## config.mk

```make
export PLATFORM = sky130hd
export DESIGN_NAME = ramclr_top
export DESIGN_NICKNAME = d
export VERILOG_FILES = /design/src/rtl/ramclr_pkg.sv /design/src/rtl/ramclr_ctrl.sv /design/src/rtl/ramclr_datapath.sv /design/src/rtl/ramclr_top.sv
export SDC_FILE = /design/constraint.sdc
export NUM_CORES = 1
export LEC_CHECK = 0
export BUFFER_PORTS_ARGS = -buffer_cell sky130_fd_sc_hd__clkbuf_2
export CORE_UTILIZATION = 27
export DETAILED_ROUTE_END_ITERATION = 8
export PLACE_DENSITY_LB_ADDON = 0.25
export REMOVE_ABC_BUFFERS = 1
export SLEW_MARGIN = 40
export SYNTH_ARGS = -nofsm -noshare
export SYNTH_HDL_FRONTEND = slang
export SYNTH_HIERARCHICAL = 1
export SYNTH_SLANG_ARGS = --single-unit
```

## constraint.sdc

```tcl
create_clock -name clk -period 5.3 [get_ports clk]
set_input_delay 0.53 -clock clk [delete_from_list [all_inputs] [get_ports clk]]
set_output_delay 0.53 -clock clk [all_outputs]
set_load 0.005 [all_outputs]
```

## src/rtl/ramclr_pkg.sv

```systemverilog
package ramclr_pkg;
  // Strobes from the control FSM to the address datapath
  typedef struct packed {
    logic load;   // load the first storage address
    logic step;   // advance the address and drive a clear write
  } clrStrobe_t;
endpackage

```

## src/rtl/ramclr_ctrl.sv

```systemverilog
module ramclr_ctrl
  import ramclr_pkg::*;
#(
  parameter int HOLD_CYCLES = 4096
) (
  input  logic       clk,
  input  logic       rstN,
  input  logic       clearN,
  input  logic       sysOk,
  input  logic       lastAddr,
  output clrStrobe_t strobe,
  output logic       busy,
  output logic       done
);
  localparam int CNT_W = (HOLD_CYCLES > 2) ? $clog2(HOLD_CYCLES) : 1;
  localparam logic [CNT_W-1:0] CNT_LAST = CNT_W'(HOLD_CYCLES - 1);

  typedef enum logic {S_IDLE, S_CLEAR} state_t;

  logic [1:0]       syncQ;
  logic [CNT_W-1:0] holdCnt;
  logic             armedQ;
  logic             doneQ;
  state_t           stateQ;
  logic             sampleLow;
  logic             holdOk;
  logic             trigger;

  // Two-flop synchronizer. It resets to the released (high) level.
  always_ff @(posedge clk or negedge rstN) begin
    if (!rstN) syncQ <= 2'b11;
    else       syncQ <= {syncQ[0], clearN};
  end

  assign sampleLow = ~syncQ[1];
  assign holdOk    = sampleLow && sysOk;
  assign trigger   = holdOk && armedQ && (holdCnt == CNT_LAST) && (stateQ == S_IDLE);

  // Counts consecutive qualified low samples and saturates at the last value.
  always_ff @(posedge clk or negedge rstN) begin
    if (!rstN)                   holdCnt <= '0;
    else if (!holdOk)            holdCnt <= '0;
    else if (holdCnt != CNT_LAST) holdCnt <= holdCnt + 1'b1;
  end

  // Armed again only after a high sample, so one press gives one clear.
  always_ff @(posedge clk or negedge rstN) begin
    if (!rstN)          armedQ <= 1'b0;
    else if (!sampleLow) armedQ <= 1'b1;
    else if (trigger)    armedQ <= 1'b0;
  end

  always_ff @(posedge clk or negedge rstN) begin
    if (!rstN) begin
      stateQ <= S_IDLE;
      doneQ  <= 1'b0;
    end else begin
      doneQ <= 1'b0;
      case (stateQ)
        S_IDLE:  if (trigger) stateQ <= S_CLEAR;
        S_CLEAR: if (lastAddr) begin
          stateQ <= S_IDLE;
          doneQ  <= 1'b1;
        end
        default: stateQ <= S_IDLE;
      endcase
    end
  end

  assign strobe.load = trigger;
  assign strobe.step = (stateQ == S_CLEAR);
  assign busy        = (stateQ == S_CLEAR);
  assign done        = doneQ;
endmodule

```

## src/rtl/ramclr_datapath.sv

```systemverilog
module ramclr_datapath
  import ramclr_pkg::*;
#(
  parameter int ADDR_W     = 7,
  parameter int DATA_W     = 8,
  parameter int FIRST_BYTE = 14,
  parameter int NUM_BYTES  = 114
) (
  input  logic              clk,
  input  logic              rstN,
  input  clrStrobe_t        strobe,
  input  logic              busWrEn,
  input  logic [ADDR_W-1:0] busAddr,
  input  logic [DATA_W-1:0] busWrData,
  output logic              memWrEn,
  output logic [ADDR_W-1:0] memAddr,
  output logic [DATA_W-1:0] memWrData,
  output logic              lastAddr
);
  localparam logic [ADDR_W-1:0] FIRST_A = ADDR_W'(FIRST_BYTE);
  localparam logic [ADDR_W-1:0] LAST_A  = ADDR_W'(FIRST_BYTE + NUM_BYTES - 1);

  logic [ADDR_W-1:0] addrQ;

  always_ff @(posedge clk or negedge rstN) begin
    if (!rstN)            addrQ <= FIRST_A;
    else if (strobe.load) addrQ <= FIRST_A;
    else if (strobe.step) addrQ <= addrQ + 1'b1;
  end

  assign lastAddr = (addrQ == LAST_A);

  // The sweep owns the single write port; bus traffic is dropped meanwhile.
  always_comb begin
    if (strobe.step) begin
      memWrEn   = 1'b1;
      memAddr   = addrQ;
      memWrData = '1;
    end else begin
      memWrEn   = busWrEn;
      memAddr   = busAddr;
      memWrData = busWrData;
    end
  end
endmodule

```

## src/rtl/ramclr_top.sv

```systemverilog
module ramclr_top
  import ramclr_pkg::*;
#(
  parameter int HOLD_CYCLES = 4096,
  parameter int ADDR_W      = 7,
  parameter int DATA_W      = 8,
  parameter int FIRST_BYTE  = 14,
  parameter int NUM_BYTES   = 114
) (
  input  logic              clk,
  input  logic              rstN,
  input  logic              clearN,
  input  logic              sysOk,
  input  logic              busWrEn,
  input  logic [ADDR_W-1:0] busAddr,
  input  logic [DATA_W-1:0] busWrData,
  output logic              memWrEn,
  output logic [ADDR_W-1:0] memAddr,
  output logic [DATA_W-1:0] memWrData,
  output logic              clearBusy,
  output logic              clearDone
);
  clrStrobe_t strobe;
  logic       lastAddr;

  ramclr_ctrl #(.HOLD_CYCLES(HOLD_CYCLES)) u_ctrl (
    .clk      (clk),
    .rstN     (rstN),
    .clearN   (clearN),
    .sysOk    (sysOk),
    .lastAddr (lastAddr),
    .strobe   (strobe),
    .busy     (clearBusy),
    .done     (clearDone)
  );

  ramclr_datapath #(
    .ADDR_W(ADDR_W), .DATA_W(DATA_W),
    .FIRST_BYTE(FIRST_BYTE), .NUM_BYTES(NUM_BYTES)
  ) u_dp (
    .clk       (clk),
    .rstN      (rstN),
    .strobe    (strobe),
    .busWrEn   (busWrEn),
    .busAddr   (busAddr),
    .busWrData (busWrData),
    .memWrEn   (memWrEn),
    .memAddr   (memAddr),
    .memWrData (memWrData),
    .lastAddr  (lastAddr)
  );
endmodule

```

---- Yosys cells after proc, flatten, opt, wreduce, memory -nomap -nowiden ----
Index checks and enable logic that the tools add are counted.
storage, ports and cells
  flip-flop bits (word level) ............. 24
  bits of input ports ..................... 20
  output and inout bits ................... 18
  word-level logic and storage cells ...... 34
operators by class
  add/subtract/negate cells ............... 2
  equality and inequality tests ........... 4
  multiplexer cells ....................... 14
  bitwise gates (word level) .............. 2
  reduce and logical (&&, ||, !) cells .... 6
operator list
  operator                                                         count
  12-bit two-way mux                                               2
  7-bit two-way mux                                                3
  12-bit by 1-bit adder with 12-bit output, second input constant  1
  12-bit == test, second input constant                            1
  12-bit inequality test, second input constant                    1
  8-bit two-way mux                                                1
  7-bit by 1-bit adder with 7-bit output, second input constant    1
  7-bit == test, second input constant                             1
  1-bit two-way mux                                                7
  1-bit logical AND                                                4
  2-bit nonzero test                                               2
  2-bit inequality test, second input constant                     1
  1-bit NOT                                                        2
  1-bit case mux with 2 select lines                               1

---- Depth between registers and ports, before layout ----
  depth in word-level cells ............... 7
  gate-level depth with buffers ........... 7
  gate-level depth less buffers ........... 5

---- Modules after synthesis ----
Netlist, hierarchy kept.
by module, submodules not included
  module           instances  cells an instance  area an instance (um2)  seq. area each (um2)
  ramclr_ctrl      1          74                 808.3                   427.9
  ramclr_datapath  1          52                 485.5                   178.9

---- Least setup slack after synthesis ----
No wires, ideal clock.
  path kind ............................... register to register
  start point ............................. register u_ctrl.holdCnt[0]
  end point ............................... register u_dp.addrQ[2]
  setup time .............................. 0.073 ns
  arrival ................................. 1.677 ns
  data required time ...................... 5.227 ns
  path slack .............................. 3.549 ns
  stages on the path, launching flop included .. 8
  path buffers ............................ 2
  clock period less this slack ............ 1.751 ns
  cell sequence ........................... dfrtp_1 > ha_1 > nand4_1 > or3_1 > buf_6 > nor3_1 > buf_4 > o21bai_1
between the ends
  word-level cells in the longest chain between the ends .. 4
  elaborated cells between the ends (all ways) .. 5
  classes of those cells .................. eq/ne: 1; mux: 1; reduce/logical: 3
ends and longest elaborated chain
  item                                                            RTL line               RTL
  start, declared                                                 ramclr_ctrl.sv:21      logic [CNT_W-1:0] holdCnt;
  start signal, assigned                                          ramclr_ctrl.sv:43      else if (holdCnt != CNT_LAST) holdCnt <= holdCnt + 1'b1;
  12-bit == test *                                                ramclr_ctrl.sv:37      assign trigger = holdOk && armedQ && (holdCnt == CNT_LAST) && (stateQ == S_IDLE);
  1-bit logical AND * (2 in series)                               ramclr_ctrl.sv:37
  via u_ctrl.trigger                                              ramclr_ctrl.sv:27      logic trigger;
  7-bit two-way mux / 2-bit nonzero test (equally long branches)  -
  end signal, assigned                                            ramclr_datapath.sv:28  else if (strobe.step) addrQ <= addrQ + 1'b1;
  end, declared                                                   ramclr_datapath.sv:23  logic [ADDR_W-1:0] addrQ;
The timed path passes the listed nets; every way through them passes the cells marked *.
A chain may end at the register's enable or synchronous reset.

==> metrics.md <==
| Metric | Value |
|---|---|
| Design Area, Final | `1560 um2` |
| Number of synthesized flops with an enable pin | `0` |
| ANT nets after route | `0` |
| Status | `complete, but fails checks` |
| Std-Cell Rows | `24` |
| Fmax | `420.1 MHz` |
| # hold bufs at CTS | `0` |
| Clock buffer count from CTS | `3` |
| Avg Inst Size Synth | `10.27 um2` |
| Synth area leader | `dfrtp_1` |
| # diodes | `0` |
| Root buffer cell | `clkbuf_8` |
| TritonCTS clock tree | `built` |
| Post-cts resize count | `0` |
| Clk_lat worst skew | `260 ps` |
| Cells after Synth | `126` |
| Pleak | `0.7503 nW` |
| Kind of critical path | `reg2reg` |
| CP required | `5500 ps` |
| CP Data Arrival Time | `2580 ps` |
| Max clock buf depth | `2` |
| Post-Route WL | `2818 um` |
| Clk slew on worst S/H paths | `80 ps` |
| First-pass GRT wire length | `4892 um` |
| Count leader, synth | `dfrtp_1` |
| Core ar. | `4474 um2` |
| CP max FO | `8` |
| Vias in the first global route | `1067` |
| Largest net degree at the start of global routing | `31` |
| CP Capture Type | `register` |
| Power per cell area | `215.5 nW/um2` |
| Final period utilization | `0.4491` |
| Post-Syn Area | `1294 um2` |
| Gr ovfl total | `0` |
| Startpoint Class | `register` |
| Syn-to-layout area delta | `20.60%` |
| Via count | `1057` |
| Final setup fails | `0` |
| Drt first pass iters | `8` |
| Yosys cell types | `41` |
| Fin. max-slew vios | `0` |
| Overall routing resource usage | `0.1192` |
| Share of cells above drive strength 1 | `0.4161` |
| Vias/cell | `4.962` |
| Failing checks | `design-rule violations` |
| # H-tree levels | `1` |
| DR WL/cell | `13.23 um` |
| Final setup TNS | `0 ps` |
| R2R Path End | `u_dp/addrQ[2]` |
| Max IR drop VDD | `0.1006 mV` |
| Gpl congestion | `0.7884` |
| Die width | `71.22 um` |
| HPWL after DPL | `2078 um` |
| HP Class | `in2async` |
| Reg-to-reg startpoint | `u_ctrl/holdCnt[0]` |
| RSZ-0062 raised after global routing | `false` |
| Clock Skew | `2.819 ps` |
| Placement Cell Area | `1504 um2` |
| Synth cell count leaders | `dfrtp_1 (19), nor2_1 (10), or2_2 (9)` |
| Final nets | `184` |
| Seq/Total Area, Yosys | `0.4691` |
| FF-to-FF path depth | `5` |
| IO buf count | `37` |
| Post-CTS Setup Repair Bufs | `0` |
| Die Area | `5072 um2` |
| Max Cap Violations | `0` |
| Ys flop type | `dfrtp_1` |
| Ys async rst share | `1.000` |
| Relative slew margins | `0.4808` |
| Worst-margin pin slew | `772.9 ps` |
| Final Hold Fails | `0` |
| Io pins | `38` |
| Minimum clock period | `2380 ps` |
| Clk sinks | `24` |
| Initial core utilization | `0.2891` |
| Drt drc | `5` |
| Yosys Warn Count | `6` |
| Fill count | `461` |
| Top cells by area, synth | `dfrtp_1 (37%), dfstp_2 (10%), mux2_2 (5.2%)` |
| Synth top area share | `0.3675` |
| DRT iter0 DRCs | `57` |
| Antenna violations before repair | `0` |
| Synth Register Bits | `24` |
| Reg2Reg Setup Slack | `2920 ps` |
| Die H | `71.22 um` |
where the power goes:
| group | internal [mW] | leakage, nW | total (mW) | switching, mW |
|---|---|---|---|---|
| registers | 0.185 | 0.310 | 0.186 | 0.00118 |
| clock network | 0.0662 | 0.0288 | 0.123 | 0.0568 |
| logic | 0.0143 | 0.412 | 0.0269 | 0.0126 |
| total | 0.266 | 0.750 | 0.336 | 0.0706 |
stage by stage:
stage / instances / hold WS [ps] / setup WS (ps) / utilization / total power [mW]
finish: 213 / 263.2 / 2920 / 0.3487 / 0.3363
global route: 213 / 304.8 / 2757 / 0.3487 / 0.3560
CTS: 213 / 281.3 / 2929 / 0.3484 / 0.3439
detailed placement: 209 / 346.8 / 2960 / 0.3361 / 0.2174
global placement: 209 / 347.9 / 3045 / 0.3361 / 0.2168
floorplan: 120 / 234.4 / 3338 / - / 0.1997
worst max-delay path, cell delays in order, from the launching register on:
cell,delay [ps]
dfrtp_1,420
ha_1,240
nand4_1,200
or3_1,550
nor3_1,690
o21bai_1,210
cells in the final DEF, fill, tap and decap left out, types with 4 or more instances in the layout:
master / count
mux2_2: 6
a21oi_1: 7
dfstp_2: 5
or3_1: 4
dfrtp_1: 18
nor2_1: 10
clkbuf_8: 4
clkbuf_2: 37
or2_2: 9
nand2_1: 6
o21ai_0: 6
nand4_1: 4
registers in the layout, summed over array words and instances (netlist names):
name / count
u_ctrl/armedQ: 1
u_ctrl/busy: 1
u_ctrl/syncQ: 2
u_dp/addrQ: 7
u_ctrl/holdCnt: 12
u_ctrl/done: 1
routing by layer:
layer,global-route usage,up-vias,wire length (um)
met3,0.01969,2,131
met5,0,-,0
met1,0.1467,497,1300
met4,0.03333,0,23
met2,0.2148,34,1363
li1,-,524,-
layout make-up:
type	instances	area, um2	area share
multi-input combinational	93	635.6	0.4074
sequential	24	608.1	0.3897
timing repair buffer	37	185.2	0.1187
tap	52	65.06	0.04170
clock buffer	4	55.05	0.03528
inverter	3	11.26	0.007217
worst max path at each step:
| stage | start | to | slack (ps) |
|---|---|---|---|
| 4_1_cts | u_ctrl/holdCnt[0] | u_dp/addrQ[2] | 2930 |
| 5_1_grt | u_ctrl/holdCnt[0] | u_dp/addrQ[0] | 2760 |
| 3_5_place_dp | u_ctrl/holdCnt[0] | u_dp/addrQ[0] | 2960 |
| 3_3_place_gp | u_ctrl/holdCnt[0] | u_dp/addrQ[2] | 3040 |
| 6_report | u_ctrl/holdCnt[0] | u_dp/addrQ[2] | 2920 |
| 2_1_floorplan | u_ctrl/holdCnt[0] | u_dp/addrQ[2] | 3340 |
kinds of logic after synthesis:
| group | after synthesis | share of synthesized area |
|---|---|---|
| AOI/OAI and AO/OA | 27 | 0.1451 |
| xor gates and xnor gates | 6 | 0.04063 |
| adders and majority gates | 2 | 0.01934 |
| buffers and inverters | 9 | 0.03964 |
| DFF | 24 | 0.4691 |
| muxes | 7 | 0.05996 |
| and+or+nand+nor | 51 | 0.2263 |
No activity file was read; power rests on OpenSTA's default activity.
